--- config.mk ---
export PLATFORM = sky130hd
export DESIGN_NAME = serial_frame_gatherer
export DESIGN_NICKNAME = d
export VERILOG_FILES = /design/src/rtl/serial_frame_gatherer.sv
export SDC_FILE = /design/constraint.sdc
export NUM_CORES = 1
export LEC_CHECK = 0
export BUFFER_PORTS_ARGS = -buffer_cell sky130_fd_sc_hd__buf_4
export CAP_MARGIN = 5
export CORE_UTILIZATION = 35
export DETAILED_ROUTE_END_ITERATION = 8
export SLEW_MARGIN = 20
export SYNTH_ARGS = -nofsm -noshare
export SYNTH_HDL_FRONTEND = slang
export SYNTH_SLANG_ARGS = --single-unit
--- constraint.sdc ---
create_clock -name clk -period 3.6 [get_ports clk]
set_clock_uncertainty 0.1 [all_clocks]
set_input_delay 0.72 -clock clk [delete_from_list [all_inputs] [get_ports clk]]
set_output_delay 0.72 -clock clk [all_outputs]
set_load 0.01 [all_outputs]
--- src/rtl/serial_frame_gatherer.sv ---
module serial_frame_gatherer #(
  parameter int WIDTH = 8,
  parameter int RATIO = 3,
  parameter int IDLE_CYCLES = 1,
  parameter logic [RATIO*WIDTH-1:0] INIT_VEC = '0
) (
  input  logic                   clk,
  input  logic                   rst,
  input  logic [WIDTH-1:0]       din,
  input  logic                   valid_in,
  input  logic                   start_in,
  output logic [RATIO*WIDTH-1:0] vec_out,
  output logic                   valid_out,
  output logic                   slow_strobe
);
  localparam int PERIOD = RATIO + IDLE_CYCLES;
  localparam int CW = $clog2(PERIOD + 1);
  localparam int IW = $clog2(RATIO + 1);

  logic [CW-1:0]          cnt;
  logic [IW-1:0]          idx, wr_idx;
  logic                   open_q, pend_q;
  logic [RATIO*WIDTH-1:0] acc, pend_vec, fill;
  logic                   gather, restart, extend, done;

  assign slow_strobe = (cnt == CW'(PERIOD - 1));
  assign gather  = (cnt < CW'(RATIO)) && valid_in;
  assign restart = gather && start_in;
  assign extend  = gather && !start_in && open_q;
  assign wr_idx  = restart ? '0 : idx;
  assign done    = (restart || extend) && (wr_idx == IW'(RATIO - 1));

  always_comb begin
    fill = acc;
    for (int i = 0; i < RATIO; i++)
      if (wr_idx == IW'(i)) fill[i*WIDTH +: WIDTH] = din;
  end

  always_ff @(posedge clk) begin
    if (rst) begin
      cnt       <= '0;
      idx       <= '0;
      open_q    <= 1'b0;
      pend_q    <= 1'b0;
      acc       <= '0;
      pend_vec  <= '0;
      vec_out   <= INIT_VEC;
      valid_out <= 1'b0;
    end else begin
      cnt <= slow_strobe ? '0 : cnt + 1'b1;
      if (restart || extend) begin
        acc    <= fill;
        idx    <= wr_idx + 1'b1;
        open_q <= !done;
      end
      if (slow_strobe) begin
        valid_out <= done || pend_q;
        if (done) vec_out <= fill;
        else if (pend_q) vec_out <= pend_vec;
        pend_q <= 1'b0;
      end else if (done) begin
        pend_q   <= 1'b1;
        pend_vec <= fill;
      end
    end
  end

  AST_STROBE_WRAP: assert property (@(posedge clk) disable iff (rst)
    slow_strobe |=> cnt == '0);
  AST_OUT_ONLY_ON_STROBE: assert property (@(posedge clk) disable iff (rst)
    !slow_strobe |=> $stable(vec_out) && $stable(valid_out));
  AST_HOLD_WHEN_EMPTY: assert property (@(posedge clk) disable iff (rst)
    slow_strobe && !done && !pend_q |=> !valid_out && $stable(vec_out));
  AST_IDLE_SLOT_QUIET: assert property (@(posedge clk) disable iff (rst)
    cnt >= CW'(RATIO) |=> $stable(idx) && $stable(open_q) && $stable(acc));
  AST_FRAME_INDEX_RANGE: assert property (@(posedge clk) disable iff (rst)
    open_q |-> idx < IW'(RATIO));
endmodule

==> summary.txt <==
Power and ir drop
  • Leakage Power: 1.44 nW
  • Worst ir drop on vdd: 0.189 mV
  • Cell Pwr Density: 471 nW/µm²

Timing
  • F_max: 352 MHz
  • Slew Viols, Final: 0
  • Hold Fails Final Rpt: 0
  • RSZ-0062 raised after global routing: false
  • Finish-stage setup viols: 0
  • Max_slew headroom: 0.499
  • Minimum clock period: 2.84 ns
  • Worst Tran Pin Value: 0.751 ns
  • Final worst path period share: 0.789
  • TNS Setup: 0 ns

Critical path
  • Data arrival, critical path: 2.97 ns
  • Data required, critical path: 3.73 ns
  • Critical path cell sequence: and2_1, nor2_1, nand2_1, and2_1, inv_1, ha_1, o21ai_1, or3_2, buf_12, mux2i_1, a22o_1
  • Critical Path Sink Type: flip-flop
  • Most frequent CP cell: and2_1
  • Critical path's slowest cell: or3_2
  • Startpoint types: flip-flop
  • Critical path class: reg -> reg
  • Crit path max fanout: 27
  • CP max stage delay: 0.64 ns

Clocking
  • CTS Buf Count: 9
  • Clk_lat worst skew: 0.34 ns
  • Clock tree sinks: 72
  • CTS tree: built
  • CTS resizes: 0
  • CTS max path bufs: 2
  • Hold-fix buffers, CTS: 0
  • Reg clk slew, reported paths: 0.08 ns
  • H-tree levels: 3
  • Postcts setup bufs: 0
  • Clock root cell: clkbuf_8

Synth
  • Unique masters post-synth: 31
  • Ys flop type: dfxtp_1
  • Register area share after synthesis: 0.460
  • #FFs+latches synth: 72
  • Fraction of synthesis flops using an asynchronous set or reset pin: 0
  • Post-Synthesis Cells: 336
  • Cell area after synthesis: 3130 µm²
  • Post-synth EDFFs: 0
  • Syn nets: 353
  • Avg Inst Size Synth: 9.32 µm²
  • Synth Warn #: 0

Global routing
  • Number of global-route vias before repair: 2,320
  • Initial antenna violation count: 0
  • Gr ovfl total: 0
  • Largest net degree at the start of global routing: 59
  • First-pass GRT wire length: 11,900 µm
  • Tot GR Track Use: 0.156

Routing
  • Via Count: 2,463
  • 1st-iter DRT viols: 165
  • Post-DRT Antenna Nets: 0
  • Routed WL: 6950 µm
  • TritonRoute pass-1 iters: 4
  • Residual DRC: 0
  • DR WL/cell: 14.8 µm
  • Vias per cell: 5.23

Hold path
  • HP Class: reg -> reg

Die
  • Core area: 8680 µm²
  • Die area: 9330 µm²
  • Number of primary I/O pins: 38
  • Starting Density: 0.361
  • Die H: 96.6 µm
  • Die width: 96.6 µm
  • Rows: 34

Job
  • Maxcap violations: 0

Layout
  • Nets: 375
  • Share of cells above drive strength 1: 0.193
  • Post-Layout Inst Area: 3650 µm²
  • ANT cells: 0
  • Fill cell count: 874
  • Area Growth Syn to Fin: 16.6%

Place
  • Port bufs: 37
  • Post-DP Area: 3450 µm²
  • Placed wire-length estimate: 4390 µm
  • RePlAce Congestion: 0.697

Status
  • Status: complete, no violations
==> routing by layer <==
layer	up-vias	GRT usage	wire, µm
li1	1260	-	-
met1	1162	0.211	3380
met2	37	0.246	3340
met3	4	0.0282	170
met4	0	0.0620	55
met5	-	0	0
==> through the flow <==
step	power [mW]	std cells	hold slack [ns]	setup slack, ns	utilization
final	1.72	471	0.351	0.761	0.421
after global routing	1.80	471	0.367	0.592	0.421
after CTS	1.74	471	0.358	0.756	0.421
after detailed placement	1.09	455	0.346	0.440	0.398
after global placement	1.09	455	0.334	0.483	0.398
after floorplan	1.02	336	0.318	0.936	-
==> cell usage after synthesis, drive strengths merged (2+ instances only) <==
library cell | number | share of area
ha | 5 | 0.020
buf | 18 | 0.038
mux2i | 33 | 0.11
nor2 | 38 | 0.046
o21ai | 9 | 0.018
nand4 | 8 | 0.016
a211oi | 34 | 0.081
inv | 4 | 0.0048
a21oi | 9 | 0.014
dfxtp | 72 | 0.46
clkbuf | 15 | 0.018
a41oi | 8 | 0.022
a22o | 16 | 0.045
nand3 | 16 | 0.032
nand2 | 35 | 0.042
and2 | 2 | 0.0040
nor3 | 5 | 0.011
==> kinds of logic after synthesis <==
group | after synthesis | synth area share
buffers and inverters | 38 | 0.0615
muxes | 33 | 0.105
adders and majority gates | 5 | 0.0200
and+or+nand+nor | 109 | 0.165
AOI/OAI and AO/OA | 79 | 0.188
DFF | 72 | 0.460
==> area by class of cell <==
| type | count | area (µm²) | area share |
|---|---|---|---|
| timing repair buffer | 44 | 343 | 0.0939 |
| clock buffer | 13 | 159 | 0.0435 |
| tap | 108 | 135 | 0.0370 |
| multi-input combinational | 226 | 1520 | 0.415 |
| sequential | 72 | 1440 | 0.395 |
| inverter | 5 | 18.8 | 0.00514 |
| clock inverter | 3 | 40.0 | 0.0110 |
==> final timing paths <==
check / depth (start not counted) / slack, ns / startpoint / to
worst max register to register: 11 / 0.76 / cnt[1] / vec_out[15]
worst max-delay path: 11 / 0.76 / cnt[1] / vec_out[15]
worst min-delay path: 1 / 0.35 / cnt[0] / cnt[0]
worst min register to register: 1 / 0.35 / cnt[0] / cnt[0]
==> layout by cell type (no fill, tap or decap), types with 4 or more instances in the layout <==
cell type | synthesis | routed
a41oi_1 | 8 | 8
nand4_1 | 8 | 8
ha_1 | 5 | 5
nand3_2 | 4 | 4
inv_1 | 4 | 4
nand3_1 | 12 | 12
a211oi_1 | 34 | 34
o21ai_1 | 6 | 6
dfxtp_1 | 72 | 72
a22o_1 | 16 | 16
clkbuf_8 | 0 | 11
buf_4 | 0 | 43
nor2_1 | 38 | 38
nand2_1 | 35 | 35
a21oi_1 | 9 | 9
mux2i_1 | 33 | 33
==> critical path: cells and delay by family, from the launching register on <==
family | cells | cell delay [ns]
AOI/OAI and AO/OA | 2 | 0.38
adders and majority gates | 1 | 0.15
buffers and inverters | 2 | 0.35
DFF | 1 | 0.32
muxes | 1 | 0.13
and+or+nand+nor | 5 | 1.31
==> report_power, final <==
| part | internal, mW | leakage [nW] | switching, mW | total [mW] |
|---|---|---|---|---|
| registers | 0.836 | 0.585 | 0.0229 | 0.859 |
| clock network | 0.357 | 0.103 | 0.291 | 0.648 |
| logic | 0.0863 | 0.755 | 0.128 | 0.215 |
==> registers in the layout, summed over array words and instances, names as in the netlist <==
signal,flops
pend_vec,24
pend_q,1
vec_out,24
cnt,3
idx,2
acc,16
valid_out,1
open_q,1
(Power assumes the default switching activity.)
